## config.mk

```make
export PLATFORM = sky130hd
export DESIGN_NAME = rx_task_seq
export DESIGN_NICKNAME = d
export VERILOG_FILES = /design/src/rtl/rxs_pkg.sv /design/src/rtl/rxs_deser.sv /design/src/rtl/rxs_fifo.sv /design/src/rtl/rx_task_seq.sv
export SDC_FILE = /design/constraint.sdc
export NUM_CORES = 1
export LEC_CHECK = 0
export BUFFER_PORTS_ARGS = -buffer_cell sky130_fd_sc_hd__buf_2
export CAP_MARGIN = 10
export CORE_ASPECT_RATIO = 1.5
export CORE_MARGIN = 5
export CORE_UTILIZATION = 65
export CTS_BUF_LIST = sky130_fd_sc_hd__clkbuf_4 sky130_fd_sc_hd__clkbuf_8
export DETAILED_ROUTE_END_ITERATION = 6
export GPL_TIMING_DRIVEN = 0
export PLACE_DENSITY = 0.82
export SKIP_LAST_GASP = 1
export SYNTH_ARGS = -nofsm -noshare
export SYNTH_HDL_FRONTEND = slang
export SYNTH_HIERARCHICAL = 1
export SYNTH_SLANG_ARGS = --single-unit
```

## constraint.sdc

```tcl
create_clock -name clk -period 4 [get_ports clk]
set_input_delay 0.4 -clock clk [delete_from_list [all_inputs] [get_ports clk]]
set_output_delay 0.4 -clock clk [all_outputs]
set_load 0.01 [all_outputs]
```

## src/rtl/rxs_pkg.sv

```systemverilog
// Shared types and the CRC step for the receive task sequencer.
// Assumes MSB-first bit order on air.
package rxs_pkg;
    typedef enum logic [1:0] {
        TSK_STOP = 2'd0,
        TSK_ACQ  = 2'd1,
        TSK_SFH  = 2'd2,
        TSK_RDB  = 2'd3
    } task_e;

    typedef enum logic [2:0] {
        ST_IDLE, ST_ACQ, ST_SRCH, ST_HDR, ST_BLK
    } state_e;

    // Advances a CRC-16 (poly 0x1021) register by one byte, MSB first.
    function automatic logic [15:0] crc16_byte(input logic [15:0] crc, input logic [7:0] b);
        logic [15:0] c;
        logic        fb;
        c = crc;
        for (int i = 7; i >= 0; i--) begin
            fb = c[15] ^ b[i];
            c  = {c[14:0], 1'b0} ^ (fb ? 16'h1021 : 16'h0000);
        end
        return c;
    endfunction
endpackage

```

## src/rtl/rxs_deser.sv

```systemverilog
// Serial-to-parallel shifter. Keeps the last W sampled bits and flags each
// sampled bit and each completed byte one cycle later.
// Assumes bit_en pulses are at least two cycles apart. clr realigns the byte
// phase without touching the bit window.
module rxs_deser #(
    parameter int W = 16
) (
    input  logic         clk,
    input  logic         rst_n,
    input  logic         clr,
    input  logic         bit_en,
    input  logic         bit_in,
    output logic [W-1:0] win,
    output logic         bit_done,
    output logic         byte_done
);
    logic [2:0] cnt_q;

    // Shift in sampled bits and count byte phase.
    always_ff @(posedge clk) begin
        if (!rst_n) begin
            win       <= '0;
            cnt_q     <= '0;
            bit_done  <= 1'b0;
            byte_done <= 1'b0;
        end else begin
            bit_done  <= 1'b0;
            byte_done <= 1'b0;
            if (clr) begin
                cnt_q <= '0;
            end else if (bit_en) begin
                win       <= {win[W-2:0], bit_in};
                cnt_q     <= cnt_q + 3'd1;
                bit_done  <= 1'b1;
                byte_done <= (cnt_q == 3'd7);
            end
        end
    end


    win_hold_chk: assert property (@(posedge clk) disable iff (!rst_n)
        !bit_en |=> $stable(win));
endmodule

```

## src/rtl/rxs_fifo.sv

```systemverilog
// Byte buffer with registered read data. Pushes into a full buffer are
// dropped; pops from an empty one leave dout unchanged.
// Assumes DEPTH is a power of two.
module rxs_fifo #(
    parameter int DEPTH = 32,
    parameter int W     = 8
) (
    input  logic         clk,
    input  logic         rst_n,
    input  logic         push,
    input  logic [W-1:0] din,
    input  logic         pop,
    output logic [W-1:0] dout,
    output logic         empty
);
    localparam int AW = $clog2(DEPTH);

    logic [W-1:0] mem [DEPTH];
    logic [AW-1:0] wp_q, rp_q;
    logic [AW:0]   cnt_q;
    logic          full, push_ok, pop_ok;

    assign empty   = (cnt_q == '0);
    assign full    = (cnt_q == (AW+1)'(DEPTH));
    assign push_ok = push && !full;
    assign pop_ok  = pop && !empty;

    // Store pushed bytes.
    always_ff @(posedge clk) begin
        if (push_ok) mem[wp_q] <= din;
    end

    // Track pointers, occupancy and read data.
    always_ff @(posedge clk) begin
        if (!rst_n) begin
            wp_q  <= '0;
            rp_q  <= '0;
            cnt_q <= '0;
            dout  <= '0;
        end else begin
            if (push_ok) wp_q <= wp_q + AW'(1);
            if (pop_ok) begin
                rp_q <= rp_q + AW'(1);
                dout <= mem[rp_q];
            end
            cnt_q <= cnt_q + (AW+1)'(push_ok) - (AW+1)'(pop_ok);
        end
    end


    empty_read_chk: assert property (@(posedge clk) disable iff (!rst_n)
        (pop && empty) |=> $stable(dout));

    no_overflow_chk: assert property (@(posedge clk) disable iff (!rst_n)
        (push && !pop && !full) |=> (cnt_q == $past(cnt_q) + 1'b1));
endmodule

```

## src/rtl/rx_task_seq.sv

```systemverilog
// Receive task sequencer. Runs one host-selected task at a time: acquire,
// header search or data block. Each task ends with irq and a return to idle.
// Assumes bit_stb pulses are at least two cycles apart and that the sync
// pattern is loaded before a header search.
module rx_task_seq
    import rxs_pkg::*;
#(
    parameter int FIFO_DEPTH = 32,
    parameter int BLK_BYTES  = 18,
    parameter int SYNC_W     = 16
) (
    input  logic       clk,
    input  logic       rst_n,
    input  logic       carrier_det,
    input  logic       bit_stb,
    input  logic       bit_in,
    input  logic       sync_wr,
    input  logic [7:0] sync_byte,
    input  logic       task_wr,
    input  logic [1:0] task_code,
    input  logic       task_lev,
    input  logic       task_clk,
    input  logic       stat_rd,
    input  logic       buf_rd,
    output logic [7:0] buf_data,
    output logic       irq,
    output logic       lev_acq,
    output logic       clk_acq,
    output logic       st_ftype,
    output logic       st_hdr_ok,
    output logic       st_crc_ok,
    output logic       st_underflow,
    output logic       st_carrier_lost
);
    localparam int CW = $clog2(BLK_BYTES + 1);

    state_e              st_q;
    task_e               pend_code_q;
    logic                pend_q, popcnt_q, ftype_p_q;
    logic [CW-1:0]       bcnt_q;
    logic [7:0]          ctrlx_q;
    logic [15:0]         crc_q, crc_nxt;
    logic [SYNC_W-1:0]   sync_q, win;
    logic                bit_done, byte_done, deser_clr, bit_en;
    logic                start_now, live, match, push, popped, buf_empty;
    logic                done_acq, done_hdr, done_blk, irq_set;
    logic [7:0]          rx_byte;

    assign start_now = bit_stb && pend_q && carrier_det;
    assign live      = carrier_det && !start_now;
    assign match     = bit_done && (win == sync_q);
    assign deser_clr = start_now || !carrier_det || (st_q == ST_SRCH && match);
    assign bit_en    = bit_stb && (st_q != ST_IDLE);
    assign rx_byte   = win[7:0];
    assign popped    = buf_rd && !buf_empty;
    assign crc_nxt   = crc16_byte(crc_q, rx_byte);
    assign push      = live && byte_done && (st_q == ST_ACQ || st_q == ST_BLK ||
                       (st_q == ST_HDR && bcnt_q < CW'(2)));
    assign done_acq  = live && st_q == ST_ACQ && popped && popcnt_q;
    assign done_hdr  = live && st_q == ST_HDR && byte_done && bcnt_q == CW'(2);
    assign done_blk  = live && st_q == ST_BLK && byte_done && bcnt_q == CW'(BLK_BYTES - 1);
    assign irq_set   = done_acq || done_hdr || done_blk;

    rxs_deser #(.W(SYNC_W)) u_deser (
        .clk(clk), .rst_n(rst_n), .clr(deser_clr), .bit_en(bit_en),
        .bit_in(bit_in), .win(win), .bit_done(bit_done), .byte_done(byte_done)
    );

    rxs_fifo #(.DEPTH(FIFO_DEPTH), .W(8)) u_fifo (
        .clk(clk), .rst_n(rst_n), .push(push), .din(rx_byte),
        .pop(buf_rd), .dout(buf_data), .empty(buf_empty)
    );

    // Load the sync pattern a byte at a time, first byte ending up on top.
    always_ff @(posedge clk) begin
        if (!rst_n)       sync_q <= '0;
        else if (sync_wr) sync_q <= {sync_q[SYNC_W-9:0], sync_byte};
    end

    // Task state machine: pending task start, per-task byte handling, abort.
    always_ff @(posedge clk) begin
        if (!rst_n) begin
            st_q        <= ST_IDLE;
            pend_q      <= 1'b0;
            pend_code_q <= TSK_STOP;
            popcnt_q    <= 1'b0;
            bcnt_q      <= '0;
            ctrlx_q     <= '0;
            ftype_p_q   <= 1'b0;
            crc_q       <= 16'hFFFF;
        end else begin
            if (!carrier_det) begin
                st_q   <= ST_IDLE;
                pend_q <= 1'b0;
            end else if (start_now) begin
                pend_q   <= 1'b0;
                bcnt_q   <= '0;
                popcnt_q <= 1'b0;
                crc_q    <= 16'hFFFF;
                case (pend_code_q)
                    TSK_ACQ: st_q <= ST_ACQ;
                    TSK_SFH: st_q <= ST_SRCH;
                    TSK_RDB: st_q <= ST_BLK;
                    default: st_q <= ST_IDLE;
                endcase
            end else begin
                case (st_q)
                    ST_ACQ: begin
                        if (popped) popcnt_q <= 1'b1;
                        if (done_acq) st_q <= ST_IDLE;
                    end
                    ST_SRCH: if (match) begin
                        st_q   <= ST_HDR;
                        bcnt_q <= '0;
                    end
                    ST_HDR: if (byte_done) begin
                        bcnt_q <= bcnt_q + CW'(1);
                        if (bcnt_q == '0) begin
                            ctrlx_q   <= rx_byte;
                            ftype_p_q <= rx_byte[7];
                        end else if (bcnt_q == CW'(1)) begin
                            ctrlx_q <= ctrlx_q ^ rx_byte;
                        end
                        if (done_hdr) st_q <= ST_IDLE;
                    end
                    ST_BLK: if (byte_done) begin
                        crc_q  <= crc_nxt;
                        bcnt_q <= bcnt_q + CW'(1);
                        if (done_blk) st_q <= ST_IDLE;
                    end
                    default: ;
                endcase
            end
            if (task_wr) begin
                pend_q      <= 1'b1;
                pend_code_q <= task_e'(task_code);
            end
        end
    end

    // Status flags, interrupt and acquisition controls.
    always_ff @(posedge clk) begin
        if (!rst_n) begin
            irq             <= 1'b0;
            st_ftype        <= 1'b0;
            st_hdr_ok       <= 1'b0;
            st_crc_ok       <= 1'b0;
            st_underflow    <= 1'b0;
            st_carrier_lost <= 1'b0;
            lev_acq         <= 1'b0;
            clk_acq         <= 1'b0;
        end else begin
            if (irq_set)      irq <= 1'b1;
            else if (stat_rd) irq <= 1'b0;
            if (done_hdr) begin
                st_ftype  <= ftype_p_q;
                st_hdr_ok <= (rx_byte == ctrlx_q);
            end
            if (done_blk) st_crc_ok <= (crc_nxt == 16'h0000);
            if (buf_rd && buf_empty) st_underflow <= 1'b1;
            else if (stat_rd)        st_underflow <= 1'b0;
            if (!carrier_det && st_q != ST_IDLE) st_carrier_lost <= 1'b1;
            else if (stat_rd)                    st_carrier_lost <= 1'b0;
            if (task_wr) begin
                lev_acq <= (task_code == 2'd1) && task_lev;
                clk_acq <= (task_code == 2'd1) && task_clk;
            end else if (done_acq || !carrier_det) begin
                lev_acq <= 1'b0;
                clk_acq <= 1'b0;
            end
        end
    end


    irq_idle_chk: assert property (@(posedge clk) disable iff (!rst_n)
        $rose(irq) |-> (st_q == ST_IDLE));

    irq_clear_chk: assert property (@(posedge clk) disable iff (!rst_n)
        $fell(irq) |-> $past(stat_rd));

    carrier_abort_chk: assert property (@(posedge clk) disable iff (!rst_n)
        !carrier_det |=> (st_q == ST_IDLE));

    blk_count_chk: assert property (@(posedge clk) disable iff (!rst_n)
        (st_q == ST_BLK) |-> (bcnt_q < CW'(BLK_BYTES)));
endmodule

```

### Yosys cells after proc, flatten, opt, wreduce, memory -nomap -nowiden

Memory sizes are Yosys's and may differ from the RTL's. A register that Yosys moved wholly into a read port is not among the register bits.
Cells that the tools add are included.

| word-level totals | value |
|---|---|
| register bits | 98 |
| bits in latches | 0 |
| RAM bits | 256 |
| memory bits (read-only) | 0 |
| bits of input ports | 21 |
| word-level logic and storage cells | 180 |
| memories kept | 1 |

Memories:

| name | words | width | rd ports | clocked after Yosys merged registers in | write ports | line | source |
|---|---|---|---|---|---|---|---|
| u_fifo.mem | 32 | 8 | 1 | 1 | 1 | rxs_fifo.sv:18 | `logic [W-1:0] mem [DEPTH];` |

| operators by class | value |
|---|---|
| add/sub/neg operators | 6 |
| multiply operators | 0 |
| div/mod/pow operators | 0 |
| order comparisons | 1 |
| equality and inequality tests | 23 |
| shift operators | 0 |
| mux-type cells | 42 |
| bitwise operators | 21 |
| reduce and logical (&&, ||, !) cells | 62 |

Operator list:

| cell | count |
|---|---|
| XOR 16 x 13 -> 16 bit | 8 |
| 2-to-1 mux 13 bit | 8 |
| 2-to-1 mux 16 bit | 3 |
| logical AND 1 bit | 24 |
| 2-to-1 mux 3 bit | 7 |
| nonzero test 2 bit | 9 |
| equality test 16 bit | 1 |
| logical NOT 16 bit | 1 |
| 2-to-1 mux 1 bit | 16 |
| 2-to-1 mux 8 bit | 2 |
| adder 5 x 1 -> 5 bit, second input constant | 3 |
| 2-to-1 mux 5 bit | 3 |
| inequality test 3 bit, second input constant | 4 |
| one-hot mux 3 bit (4 select lines) | 1 |
| one-hot mux 5 bit (2 select lines) | 1 |
| AND reduction 5 bit | 2 |
| one-hot mux 3 bit (3 select lines) | 1 |
| equality test 8 bit | 1 |
| XOR 1 bit | 8 |
| XOR 8 bit | 1 |
| logical OR 1 bit | 7 |
| AND reduction 7 bit | 1 |
| adder 6 x 1 -> 6 bit | 1 |
| equality test 3 x 2 -> 1 bit, second input constant | 2 |
| other kinds (24) | 40 |

### Logic depth before layout (Yosys ltp)

Gate-level depths: netlist of run 1.

| logic depth | value |
|---|---|
| word-level depth | 27 |
| mapped depth | 15 |
| gate-level depth less buffers | 13 |

### Cells and area by module

Netlist of run 1, hierarchy kept.

Modules (own cells, without submodules):

| module | instances | cells an instance | area an instance (µm²) | sequential area each (µm²) |
|---|---|---|---|---|
| rxs_fifo | 1 | 600 | 11155.7 | 8167.8 |
| rx_task_seq | 1 | 370 | 3219.3 | 1221.2 |
| rxs_deser | 1 | 70 | 789.5 | 420.4 |

### Worst setup path after synthesis of run 1

OpenSTA, ideal clock, no wires.

| path | value |
|---|---|
| path kind | input -> register |
| start | input port carrier_det |
| end | register u_fifo.cnt_q[4] |
| setup time | 0.128 ns |
| data arrival time | 2.665 ns |
| data required time | 3.872 ns |
| setup slack | 1.207 ns |
| stages on the path | 14 |
| buffers on the path | 1 |
| path through | a21boi_0 -> nand2_1 -> nor2_1 -> and2_1 -> clkbuf_1 -> inv_1 -> ha_1 -> inv_1 -> ha_1 -> fa_1 -> a21oi_1 -> o21ai_0 -> xnor2_1 -> nor2_1 |

| between the ends | value |
|---|---|
| word-level cells in the longest chain between the ends | 8 |

RTL lines:

| item | line | source |
|---|---|---|
| start, declared | rx_task_seq.sv:14 | `input logic carrier_det,` |
| logical AND 1 bit | rx_task_seq.sv:49 | `assign start_now = bit_stb && pend_q && carrier_det;` |
| logical NOT 1 bit | rx_task_seq.sv:50 | `assign live = carrier_det && !start_now;` |
| logical AND 1 bit * | rx_task_seq.sv:50 |  |
| logical AND 1 bit * (2 in a row) | rx_task_seq.sv:57 | `assign push = live && byte_done && (st_q == ST_ACQ \|\| st_q == ST_BLK \|\|` |
| via push | rx_task_seq.sv:45 | `logic start_now, live, match, push, popped, buf_empty;` |
| logical AND 1 bit * | rxs_fifo.sv:25 | `assign push_ok = push && !full;` |
| adder 6 x 1 -> 6 bit * | rxs_fifo.sv:46 | `cnt_q <= cnt_q + (AW+1)'(push_ok) - (AW+1)'(pop_ok);` |
| subtractor 6 x 1 -> 6 bit * | rxs_fifo.sv:46 |  |
| end signal, assigned | rxs_fifo.sv:46 |  |
| end, declared | rxs_fifo.sv:20 | `logic [AW:0] cnt_q;` |

Mark *: on every way through the listed nets, which the timed path passes. The rest lies on a longest branch.
A chain may end at the register's enable or synchronous reset.

### Worst setup path in the final report of run 1

| path | value |
|---|---|
| start | register pend_q |
| end | register u_fifo.cnt_q[4] |

| between the ends | value |
|---|---|
| word-level cells in the longest chain between the ends | 9 |

RTL lines:

| item | line | source |
|---|---|---|
| start, declared | rx_task_seq.sv:39 | `logic pend_q, popcnt_q, ftype_p_q;` |
| start signal, assigned | rx_task_seq.sv:84 | `pend_q <= 1'b0;` |
| start signal, assigned | rx_task_seq.sv:94 | `pend_q <= 1'b0;` |
| start signal, assigned | rx_task_seq.sv:96 | `pend_q <= 1'b0;` |
| logical AND 1 bit (2 in a row) | rx_task_seq.sv:49 |  |
| logical NOT 1 bit | rx_task_seq.sv:50 |  |
| logical AND 1 bit | rx_task_seq.sv:50 |  |
| logical AND 1 bit (2 in a row) | rx_task_seq.sv:57 |  |
| via push | rx_task_seq.sv:45 |  |
| logical AND 1 bit | rxs_fifo.sv:25 |  |
| adder 6 x 1 -> 6 bit | rxs_fifo.sv:46 |  |
| subtractor 6 x 1 -> 6 bit | rxs_fifo.sv:46 |  |

The timed path passes the listed nets, and every way through them passes these cells.

==> results.env, run 1 <==
SYNTH.DISTINCT_CELLS=73
CTS_BUFFERS=50
CTS_BUFFER_DEPTH=3
SHARE_OF_THE_YOSYS_CHIP_AREA_BELONGING_TO_REGISTERS=0.647
SYNTH_TOP_FLOP_CELL='sky130_fd_sc_hd__edfxtp_1'
FMAXACHIEVABLE_GHz=0.296
CTS_MAX_LEVEL=2
RUN_STATUS='finished clean'
CHIPWIDTH_UM=135
POST-SYNTH-TOP-AREA-FRACTION=0.507
ANTENNA_FIX_CELLS=0
TOTAL_LEAKAGE_POWER_nW=5.88
DIE_H_UM=197
TIMING.HOLD.WORST.START='sync_byte[3]'
MOSTFREQUENTLAYOUTCELL='sky130_fd_sc_hd__edfxtp_1'
LAYOUT.FILLER_CELLS=1387
SYNTH_SEQ_CELLS=362
WORST_PIN_SLEW_NS=1.20
TIMING.FINAL.CRIT_PERIOD_NS=3.38
SHARE_OF_FINAL_LAYOUT_STANDARD_CELLS_STRONGER_THAN_DRIVE_STRENGTH_1=0.198
CRITICAL_PATH.STARTPOINT_TYPE='register'
COREAREA_UM2=23000
UNREPAIRED_SETUP_ENDPOINTS_AFTER_GLOBAL_ROUTING='no'
DR.FIRST_ITER.DRC_COUNT=669
PLACE.DETAILED.INSTANCES=1358
CRITICAL_PATH_REQUIRED_NS=4.44
INITIAL_CORE_UTIL=0.660
MAX_CAP_VIOLATION_COUNT=0
HOLDBUFCOUNTCTS=0
INITIAL_ANTENNA_VIOLATION_COUNT=0
NETLIST.TOP_CELL.BY_AREA='sky130_fd_sc_hd__edfxtp_1'
WL_UM=31700
NETLIST_INSTANCES=1040
TIMING.SETUP.CRITICAL_PATH_CLASS='register to register'
GLOBALROUTETOTALUTIL=0.242
ROWS=68
AREA_GROWTH_SYN_TO_LAYOUT_PCT=11.7
R2R-END='u_fifo/cnt_q[4]'
YOSYS_WARNINGS=6
MIN_DELAY_WORST_ENDPOINT='sync_q[3]'
NUM_VIAS=9015
GRT_FIRST_PASS_WIRELENGTH_UM=49800
CRITICAL_PATH.MAX_FANOUT=6
CLK_LATENCY_NS=0.57
CTS_ROOT_BUF='sky130_fd_sc_hd__clkbuf_8'
LAYOUT.CELLS.NON_FILLER=1454
SYNTHESIS.AREA_UM2=15200
LEADING_CELL_TYPES_IN_THE_LAYOUT_FILL_AND_TAPS_EXCLUDED='256 x sky130_fd_sc_hd__edfxtp_1, 106 x sky130_fd_sc_hd__dfxtp_1, 93 x sky130_fd_sc_hd__nor2_1'
RR_STARTPOINT='pend_q'
SETUP_TNS_NS=0
WORST_EP_ARRIVAL_TIME_NS=3.82
DESIGN.PORTCOUNT=37
MULTI_INPUT_COMBINATIONAL_CELL_AREA_UM2=4950
CLK_PIN_SLEW_NS=0.07
FINAL_NET_COUNT=1175
POSTSYNTHAREAPERCELL_UM2=14.6
SKEW_NS=0.0108
TIMING.REG2REG.SETUP_SLACK_NS=0.62
POST_DRT_VIA_CELL_RATIO=6.20
POWER_DENSITY_nW_PER_UM2=472
NET_COUNT_AFTER_SYNTHESIS=1082
POST_CTS_RESIZE_COUNT=0
NUMBER_OF_OPTIMIZATION_ITERATIONS_IN_THE_FIRST_DETAILED_ROUTE_PASS=6
SYNTH_EDF_COUNT=256
CTS_TREE='done'
REG2REGPATHDEPTH=14
WORSTHOLDPATHTYPE='input port to register'
REGISTER_AREA_UM2=9810
MIN_PATH_CELLS=3
DRV_SLEW=0
FINALPOWER_mW=8.00
DETAIL_ROUTE.WL_PER_CELL_UM=21.8
DIE_AREA_UM2=26500
CTS_SINKS=362
MAX-VDD-IR-DROP_mV=0.366
WORSTSETUPENDPOINTTYPE='register'
TIMING.FINAL.HOLD_VIOLATIONS=0
GRT_PASS1_VIAS=9229
ANTENNA_VIOLATING_NETS_POST_ROUTE=0
PERIOD_SHARE=0.845
REPORT.FINAL.SETUP_VIOL=0
WORST_SLEW_MARGIN_REL=0.197
YS_ASYNC_SR_FRACTION=0
SYNTH.AREA.TOP_CELLS='sky130_fd_sc_hd__edfxtp_1 51%, sky130_fd_sc_hd__dfxtp_1 14%, sky130_fd_sc_hd__mux4_2 5.3%, sky130_fd_sc_hd__mux2i_1 3.6%, sky130_fd_sc_hd__xnor2_1 2.5%'
POST-CTS-SETUP-BUFFER-COUNT=0
DPL.HPWL_UM=21600
GLOBALROUTE.TOTALOVERFLOW=0
DRC=0
GRT_START_MAX_NET_PINS=35
GLOBALPLACE.CONGESTION=0.860
PLACE.PORT_BUFFERS=35
==> sequential cells by signal, indices dropped and copies added (netlist names), 2 cells and up <==
signal	flops
u_fifo/mem	256
crc_q	16
sync_q	16
u_deser/win	16
ctrlx_q	8
u_fifo/dout	8
u_fifo/cnt_q	6
bcnt_q	5
u_fifo/rp_q	5
u_fifo/wp_q	5
st_q	3
u_deser/cnt_q	3
pend_code_q	2
==> cell families (layout without fill, tap and decap cells) <==
family	after synthesis	count (layout)	synth area share
flip-flops	362	362	0.647
AND/OR/NAND/NOR	249	249	0.0795
AO/OA/AOI/OAI	143	143	0.0705
multiplexers	127	127	0.122
buffers and inverters	77	211	0.0270
XOR/XNOR	61	61	0.0362
adder cells (fa/ha/maj)	21	21	0.0178
==> Yosys cell counts, types with 16 or more instances <==
cell,instances
sky130_fd_sc_hd__mux2i_1,54
sky130_fd_sc_hd__xnor2_1,43
sky130_fd_sc_hd__mux4_2,36
sky130_fd_sc_hd__a22oi_1,20
sky130_fd_sc_hd__edfxtp_1,256
sky130_fd_sc_hd__nor2_1,93
sky130_fd_sc_hd__clkbuf_1,31
sky130_fd_sc_hd__a21oi_1,17
sky130_fd_sc_hd__nand3_1,24
sky130_fd_sc_hd__o21ai_0,21
sky130_fd_sc_hd__nand2_1,66
sky130_fd_sc_hd__dfxtp_1,106
sky130_fd_sc_hd__o211ai_1,19
sky130_fd_sc_hd__ha_1,20
sky130_fd_sc_hd__xor2_1,16
sky130_fd_sc_hd__inv_1,20
sky130_fd_sc_hd__mux2_2,26
==> per-stage QoR <==
step	utilization	setup slack [ns]	hold WS (ns)	cell area, µm²
3_5_place_dp	0.687	0.455	0.452	15800
4_1_cts	0.734	0.637	0.0295	16900
6_report	0.737	0.621	0.0701	16900
5_1_grt	0.737	0.332	0.0706	16900
3_3_place_gp	0.683	0.470	0.462	15700
2_1_floorplan	-	1.21	0.436	15200
==> area by class of cell <==
| class | instances | share of cell area |
|---|---|---|
| plain buffers | 57 | 0.0197 |
| repair buffers | 41 | 0.0201 |
| inverters | 20 | 0.00443 |
| flip-flops and latches | 362 | 0.579 |
| clock buffers | 81 | 0.0573 |
| clock inverters | 12 | 0.00635 |
| well taps | 280 | 0.0207 |
| multi-input cells | 601 | 0.292 |
==> worst max-delay path by stage <==
stage | endpoint | startpoint | cells after the start
floorplan | u_fifo/cnt_q[4] | carrier_det | 14
CTS | u_fifo/cnt_q[4] | pend_q | 14
global placement | u_fifo/cnt_q[4] | bit_stb | 15
finish | u_fifo/cnt_q[4] | pend_q | 14
detailed placement | u_fifo/cnt_q[4] | bit_stb | 15
global route | u_deser/bit_done | u_deser/win[7] | 10
==> where the power goes <==
| group | leakage (nW) | switching, mW | internal, mW | total, mW |
|---|---|---|---|---|
| sequential | 3.24 | 0.0396 | 4.02 | 4.06 |
| combinational | 2.07 | 0.527 | 0.428 | 0.954 |
| clock | 0.577 | 1.31 | 1.67 | 2.98 |
==> metal layers <==
metal,global-route usage,wire length (µm),vias to the layer above,share of wire
met5,0,0,-,0
met4,0.0955,1210,0,0.038
met3,0.0398,1740,85,0.055
met2,0.439,17000,345,0.54
met1,0.285,11800,4435,0.37
li1,-,-,4150,-
==> critical path: stages (launching register included) <==
cell,delay [ns]
sky130_fd_sc_hd__dfxtp_1,0.34
sky130_fd_sc_hd__a21boi_0,0.61
sky130_fd_sc_hd__nand2_1,0.11
sky130_fd_sc_hd__nor2_1,0.25
sky130_fd_sc_hd__and2_1,0.17
sky130_fd_sc_hd__clkbuf_1,0.22
sky130_fd_sc_hd__inv_1,0.10
sky130_fd_sc_hd__ha_1,0.29
sky130_fd_sc_hd__inv_1,0.04
sky130_fd_sc_hd__ha_1,0.21
sky130_fd_sc_hd__fa_1,0.43
sky130_fd_sc_hd__a21oi_1,0.13
sky130_fd_sc_hd__o21ai_0,0.12
sky130_fd_sc_hd__xnor2_1,0.18
sky130_fd_sc_hd__nor2_1,0.05
Note: power is estimated with default switching activity, not from simulation.
==> run 2, diff against run 1 <==
--- a/config.mk
+++ b/config.mk
@@ -9,11 +9,11 @@
 export CAP_MARGIN = 10
 export CORE_ASPECT_RATIO = 1.5
 export CORE_MARGIN = 5
-export CORE_UTILIZATION = 65
+export CORE_UTILIZATION = 58
 export CTS_BUF_LIST = sky130_fd_sc_hd__clkbuf_4 sky130_fd_sc_hd__clkbuf_8
 export DETAILED_ROUTE_END_ITERATION = 6
 export GPL_TIMING_DRIVEN = 0
-export PLACE_DENSITY = 0.82
+export PLACE_DENSITY = 0.78
 export SKIP_LAST_GASP = 1
 export SYNTH_ARGS = -nofsm -noshare
 export SYNTH_HDL_FRONTEND = slang
==> constraint.sdc (replaced) <==
create_clock -name clk -period 2.85 [get_ports clk]
set_input_delay 0.285 -clock clk [delete_from_list [all_inputs] [get_ports clk]]
set_output_delay 0.285 -clock clk [all_outputs]
set_load 0.01 [all_outputs]
==> results.env, run 2 (same netlist as run 1, synthesis figures left out) <==
GLOBALROUTETOTALUTIL=0.220  # -0.0214
POST_DRT_VIA_CELL_RATIO=5.96  # -3.9%
FMAXACHIEVABLE_GHz=0.359  # +21%
TIMING.FINAL.CRIT_PERIOD_NS=2.78  # -0.597 ns
WORST_SLEW_MARGIN_REL=0.300  # +0.103
POWER_DENSITY_nW_PER_UM2=645  # +37%
SHARE_OF_FINAL_LAYOUT_STANDARD_CELLS_STRONGER_THAN_DRIVE_STRENGTH_1=0.210  # +0.0120
LAYOUT.CELLS.NON_FILLER=1521  # +4.6%
DPL.HPWL_UM=21800  # +0.79%
DESIGN_AREA_UM2=17100  # +0.78%
ANTENNA_FIX_CELLS=0  # unchanged
GRT_START_MAX_NET_PINS=35  # unchanged
PLACE.PORT_BUFFERS=35  # unchanged
INITIAL_CORE_UTIL=0.589  # -0.0716
CRITICAL_PATH.STARTPOINT_TYPE='register'
CLK_PIN_SLEW_NS=0.06  # about the same
CHIPWIDTH_UM=142  # +5.4%
GLOBALPLACE.CONGESTION=0.835  # -2.8%
RUN_STATUS='finished clean'
DIE_H_UM=208  # +5.6%
CLK_LATENCY_NS=0.57  # about the same
UNREPAIRED_SETUP_ENDPOINTS_AFTER_GLOBAL_ROUTING='no'
PLACE.DETAILED.INSTANCES=1411  # +3.9%
WORST_PIN_SLEW_NS=1.05  # -0.157 ns
CRIT_PATH_MAX_INCR_DELAY_NS=0.88  # +0.27 ns
CTS_BUFFERS=49  # -2.0%
CTS_ROOT_BUF='sky130_fd_sc_hd__clkbuf_8'
CTS_MAX_LEVEL=2  # unchanged
DIE_AREA_UM2=29500  # +11%
CPMAXSTAGEDELAYCELL='sky130_fd_sc_hd__nor2_1'
FIN_UTIL=0.662  # -0.0748
TOTAL_LEAKAGE_POWER_nW=6.10  # +3.7%
CTS_SINKS=362  # unchanged
INITIAL_ANTENNA_VIOLATION_COUNT=0  # unchanged
DRC=0  # unchanged
TIMING.SETUP.CRITICAL_PATH_CLASS='register to register'
FINALPOWER_mW=11.0  # +38%
WORSTSETUPENDPOINTTYPE='register'
DR.FIRST_ITER.DRC_COUNT=686  # +2.5%
WL_UM=32400  # +2.4%
CRITICAL_PATH_REQUIRED_NS=3.04  # -1.40 ns
LARGEST_REGISTER_FF_COUNT=256  # unchanged
DRV_SLEW=0  # unchanged
PATH_DELAY_FAMILY='simple AND/OR/NAND/NOR gates'
AREA_GROWTH_SYN_TO_LAYOUT_PCT=12.5
GLOBALROUTE.TOTALOVERFLOW=0  # unchanged
NUMBER_OF_OPTIMIZATION_ITERATIONS_IN_THE_FIRST_DETAILED_ROUTE_PASS=5  # -1
COREAREA_UM2=25800  # +12%
WORSTHOLDPATHTYPE='input port to register'
TIMING.FINAL.HOLD_VIOLATIONS=0  # unchanged
GRT_PASS1_VIAS=9372  # +1.5%
CTS_TREE='done'
WORST_PATH_BUFS_INVS=1  # -2
WORST_EP_ARRIVAL_TIME_NS=2.97  # -0.85 ns
HOLD_SLACK_NS=0.0721  # +0.00195 ns
MAX-VDD-IR-DROP_mV=0.337  # -7.7%
MOSTFREQUENTLAYOUTCELL='sky130_fd_sc_hd__edfxtp_1'
TOP_REGISTER='u_fifo/mem'
ANTENNA_VIOLATING_NETS_POST_ROUTE=0  # unchanged
FINAL_NET_COUNT=1190  # +1.3%
NUM_VIAS=9065  # +0.55%
CRITICAL_PATH.MAX_FANOUT=8  # +2
CRITICAL_PATH.CELL_CHAIN='o41ai_2 -> a21oi_1 -> nor2_2 -> and2_4 -> buf_4 -> nand2_1 -> nor2_1'
DESIGN.PORTCOUNT=37  # unchanged
PERIOD_SHARE=0.976  # +0.131
SKEW_NS=0.0294  # +0.0186 ns
CTS_BUFFER_DEPTH=3  # unchanged
ROWS=72  # +5.9%
MAX_CAP_VIOLATION_COUNT=0  # unchanged
GRT_FIRST_PASS_WIRELENGTH_UM=50600  # +1.7%
LEADING_CELL_TYPES_IN_THE_LAYOUT_FILL_AND_TAPS_EXCLUDED='256 x sky130_fd_sc_hd__edfxtp_1, 95 x sky130_fd_sc_hd__dfxtp_1, 91 x sky130_fd_sc_hd__nor2_1'
DETAIL_ROUTE.WL_PER_CELL_UM=21.3  # -2.1%
DPL_CELL_AREA_UM2=15800  # +0.34%
REPORT.FINAL.SETUP_VIOL=0  # unchanged
run 2: tightest hold or removal path: stages:
cell and delay, ns:
sky130_fd_sc_hd__buf_2 0.07, sky130_fd_sc_hd__inv_1 0.05, sky130_fd_sc_hd__a21oi_1 0.14, sky130_fd_sc_hd__nor2_1 0.04
run 2: final cells by class:
cell class | instances | area (µm²)
clock buffers | 69 | 843
inverters | 20 | 75.1
multi-input cells | 601 | 4970
well taps | 333 | 417
fillers | 1870 | 8700
flip-flops and latches | 362 | 9840
clock inverters | 22 | 160
plain buffers | 56 | 332
repair buffers | 58 | 430
run 2: final timing paths:
| kind | startpoint | to | slack [ns] | cells past startpoint |
|---|---|---|---|---|
| min reg2reg | u_fifo/dout[2] | u_fifo/dout[2] | 0.46 | 1 |
| min | stat_rd | st_carrier_lost | 0.07 | 4 |
| max | bcnt_q[1] | u_fifo/mem[14][0] | 0.07 | 7 |
| max reg2reg | bcnt_q[1] | u_fifo/mem[14][0] | 0.07 | 7 |
run 2: through the flow:
step	worst slack, ns	TNS [ns]
after floorplan	0.107	0
after global placement	-0.492	-44.17
after detailed placement	-0.553	-61.18
after CTS	-0.00413	-0.00413
after global routing	0.00772	0
final	0.0681	0
run 2: what timing repair did:
item,in CTS,in global routing
endpoints found under the setup margin,239,29
setup buffers,2,4
pin swaps,1,4
endpoints found under the hold margin,14,0
hold buffers,14,0
gates resized for setup,15,14
run 2: routing by layer:
layer  up-vias  track usage  part of all wire
met5         -            0                 0
li1       4178            -                 -
met2       319        0.406              0.54
met1      4506        0.258              0.38
met4         0       0.0745             0.026
met3        62       0.0338             0.052
run 2: report_power, final:
| part | internal [mW] | switching, mW | leakage (nW) |
|---|---|---|---|
| Combinational | 0.604 | 0.742 | 2.16 |
| Sequential | 5.64 | 0.0542 | 3.40 |
| Clock | 2.11 | 1.86 | 0.545 |
==> run 3, diff against run 2 <==
--- a/config.mk
+++ b/config.mk
@@ -7,13 +7,15 @@
 export LEC_CHECK = 0
 export BUFFER_PORTS_ARGS = -buffer_cell sky130_fd_sc_hd__buf_2
 export CAP_MARGIN = 10
+export CELL_PAD_IN_SITES_DETAIL_PLACEMENT = 0
+export CELL_PAD_IN_SITES_GLOBAL_PLACEMENT = 2
 export CORE_ASPECT_RATIO = 1.5
 export CORE_MARGIN = 5
-export CORE_UTILIZATION = 58
+export CORE_UTILIZATION = 43
 export CTS_BUF_LIST = sky130_fd_sc_hd__clkbuf_4 sky130_fd_sc_hd__clkbuf_8
 export DETAILED_ROUTE_END_ITERATION = 6
 export GPL_TIMING_DRIVEN = 0
-export PLACE_DENSITY = 0.78
+export PLACE_DENSITY_LB_ADDON = 0.1
 export SKIP_LAST_GASP = 1
 export SYNTH_ARGS = -nofsm -noshare
 export SYNTH_HDL_FRONTEND = slang
==> results.env, run 3 (same netlist as run 1, synthesis figures left out) <==
RUN_STATUS='finished clean'
CRITICAL_PATH.MAX_FANOUT=10  # +2
CRIT_PATH_MAX_INCR_DELAY_NS=0.85  # -0.03 ns
DPL.HPWL_UM=24700  # +13%
WORST_SETUP_SLACK_AFTER_LAYOUT_NS=0.0652  # -0.00296 ns
CTS_ROOT_BUF='sky130_fd_sc_hd__clkbuf_8'
WORST_PATH_BUFS_INVS=0  # -1
CPMAXSTAGEDELAYCELL='sky130_fd_sc_hd__nor2_1'
DESIGN_AREA_UM2=17400  # +1.8%
MIN_DELAY_WORST_ENDPOINT='st_underflow'
NUM_VIAS=8841  # -2.5%
CLK_PIN_SLEW_NS=0.06  # about the same
WORST_SLEW_MARGIN_REL=0.386  # +0.0857
ANTENNA_VIOLATING_NETS_POST_ROUTE=0  # unchanged
LARGEST_REGISTER_FF_COUNT=256  # unchanged
WORST_EP_ARRIVAL_TIME_NS=3.00  # +0.03 ns
SKEW_NS=0.0307  # +0.00137 ns
UNREPAIRED_SETUP_ENDPOINTS_AFTER_GLOBAL_ROUTING='yes'
DRV_SLEW=0  # unchanged
DPL_CELL_AREA_UM2=16000  # +1.1%
MAX_CAP_VIOLATION_COUNT=0  # unchanged
HOLD_SLACK_NS=0.0629  # -0.00916 ns
FINAL_NET_COUNT=1191  # +0.084%
TIMING.HOLD.WORST.START='stat_rd'
TIMING.SETUP.CRITICAL_PATH_CLASS='register to register'
PATH_DELAY_FAMILY='simple AND/OR/NAND/NOR gates'
DR.FIRST_ITER.DRC_COUNT=496  # -28%
POWER_DENSITY_nW_PER_UM2=654  # +1.4%
MOSTFREQUENTLAYOUTCELL='sky130_fd_sc_hd__edfxtp_1'
NUMBER_OF_OPTIMIZATION_ITERATIONS_IN_THE_FIRST_DETAILED_ROUTE_PASS=5  # unchanged
GLOBALROUTETOTALUTIL=0.187  # -0.0329
GRT_PASS1_VIAS=9248  # -1.3%
R2R-END='u_fifo/mem[19][3]'
GLOBALROUTE.TOTALOVERFLOW=0  # unchanged
CTS_BUFFER_DEPTH=3  # unchanged
ROWS=84  # +17%
TIMING.FINAL.CRIT_PERIOD_NS=2.78  # +0.00296 ns
WORSTSETUPSTARTPOINT='bcnt_q[4]'
DESIGN.PORTCOUNT=37  # unchanged
CRITICAL_PATH.CELL_CHAIN='o41ai_4 -> a21oi_2 -> nor2_2 -> nand3_1 -> nor2_1'
CTS_TREE='done'
CRITICAL_PATH_REQUIRED_NS=3.07  # +0.03 ns
TIMING.FINAL.HOLD_VIOLATIONS=0  # unchanged
COREAREA_UM2=35000  # +36%
CHIPWIDTH_UM=163  # +15%
DETAIL_ROUTE.WL_PER_CELL_UM=21.5  # +0.79%
FIN_UTIL=0.496  # -0.166
TOTAL_LEAKAGE_POWER_nW=6.14  # +0.73%
WORST_PIN_SLEW_NS=0.917  # -0.128 ns
GRT_START_MAX_NET_PINS=40  # +14%
INITIAL_ANTENNA_VIOLATION_COUNT=1  # +1
CLK_LATENCY_NS=0.61  # +0.04 ns
MIN_PATH_CELLS=4  # unchanged
DRC=0  # unchanged
CRITICAL_PATH.STARTPOINT_TYPE='register'
PERIOD_SHARE=0.977  # +0.00104
RR_STARTPOINT='bcnt_q[4]'
INITIAL_CORE_UTIL=0.433  # -0.155
SHARE_OF_FINAL_LAYOUT_STANDARD_CELLS_STRONGER_THAN_DRIVE_STRENGTH_1=0.219  # +0.00899
CTS_SINKS=362  # unchanged
AREA_GROWTH_SYN_TO_LAYOUT_PCT=14.5
FMAXACHIEVABLE_GHz=0.359  # -0.11%
POST_DRT_VIA_CELL_RATIO=5.30  # -11%
CTS_MAX_LEVEL=2  # unchanged
REG2REGPATHDEPTH=5  # -2
WORSTSETUPENDPOINTTYPE='register'
PRE_CTS_SLACK_NS=-0.792  # -0.239 ns
GRT_FIRST_PASS_WIRELENGTH_UM=55200  # +9.2%
TOP_REGISTER='u_fifo/mem'
PLACE.PORT_BUFFERS=35  # unchanged
LEADING_CELL_TYPES_IN_THE_LAYOUT_FILL_AND_TAPS_EXCLUDED='256 x sky130_fd_sc_hd__edfxtp_1, 92 x sky130_fd_sc_hd__dfxtp_1, 88 x sky130_fd_sc_hd__nor2_1'
MAX-VDD-IR-DROP_mV=0.511  # +52%
CTS_BUFFERS=54  # +10%
WL_UM=35900  # +11%
DIE_H_UM=240  # +15%
REPORT.FINAL.SETUP_VIOL=0  # unchanged
GLOBALPLACE.CONGESTION=0.773  # -7.4%
DIE_AREA_UM2=39200  # +33%
TIMING.REG2REG.SETUP_SLACK_NS=0.07  # about the same
WORSTHOLDPATHTYPE='input port to register'
[run 3: cell count changes in the layout (fill, tap and decap cells not counted), moves of 3 or more]
cell / change
sky130_fd_sc_hd__buf_4: -3
sky130_fd_sc_hd__clkbuf_4: +5
sky130_fd_sc_hd__nor2_1: -3
sky130_fd_sc_hd__clkbuf_8: +5
sky130_fd_sc_hd__clkinv_1: +3
sky130_fd_sc_hd__dfxtp_1: -3
sky130_fd_sc_hd__nor2_2: +3
sky130_fd_sc_hd__clkinv_2: -3
[run 3: final cells by class]
cell class | instances | area (µm²)
fillers | 3088 | 17600
flip-flops and latches | 362 | 9840
multi-input cells | 601 | 5000
clock buffers | 79 | 950
well taps | 473 | 592
repair buffers | 57 | 428
plain buffers | 53 | 319
clock inverters | 22 | 156
inverters | 20 | 75.1
diodes | 1 | 2.50
[run 3: worst register-to-register path, stage by stage, from the launching register on]
cell and delay [ns]:
sky130_fd_sc_hd__dfxtp_4 0.37, sky130_fd_sc_hd__o41ai_4 0.40, sky130_fd_sc_hd__a21oi_2 0.11, sky130_fd_sc_hd__nor2_2 0.19, sky130_fd_sc_hd__nand3_1 0.49, sky130_fd_sc_hd__nor2_1 0.85
[run 3: per-stage QoR]
stage | std cells | power [mW] | setup TNS [ns]
after floorplan | 1040 | 6.81 | 0
after global placement | 1548 | 7.17 | -133.33
after detailed placement | 1551 | 7.18 | -141.73
after CTS | 1667 | 11.6 | -0.00750
after global routing | 1668 | 11.9 | -1.08
final | 1668 | 11.4 | 0
[run 3: how the worst max path moves through the flow]
stage                     cells past startpoint                end  slack, ns
after global routing                          5  u_fifo/mem[11][4]      -0.06
after floorplan                              14    u_fifo/cnt_q[4]       0.11
final                                         5  u_fifo/mem[19][3]       0.07
after detailed placement                     15    u_fifo/cnt_q[4]      -0.79
after global placement                       10   u_deser/bit_done      -0.79
after CTS                                     5  u_fifo/mem[27][4]     -0.004
[run 3: per-layer routing]
metal  GRT usage  wire length (µm)  up-vias
met2       0.353             19700      172
li1            -                 -     4193
met1       0.214             14000     4424
met4      0.0649               974        0
met5           0                 0        -
met3      0.0305              1180       52
[run 3: repair_timing]
| item | CTS | global route |
|---|---|---|
| hold endpoints to repair | 14 | 0 |
| buffers inserted | 3 | 0 |
| hold buffers | 16 | 0 |
| pin swaps | 3 | 5 |
| setup endpoints to repair | 290 | 98 |
| gates resized for setup | 23 | 11 |
[run 3: report_power, final]
part           total [mW]  switching, mW  internal (mW)  leakage [nW]
Combinational        1.37          0.754          0.611          2.15
Clock                4.30           1.97           2.33         0.598
Sequential           5.69         0.0564           5.64          3.40
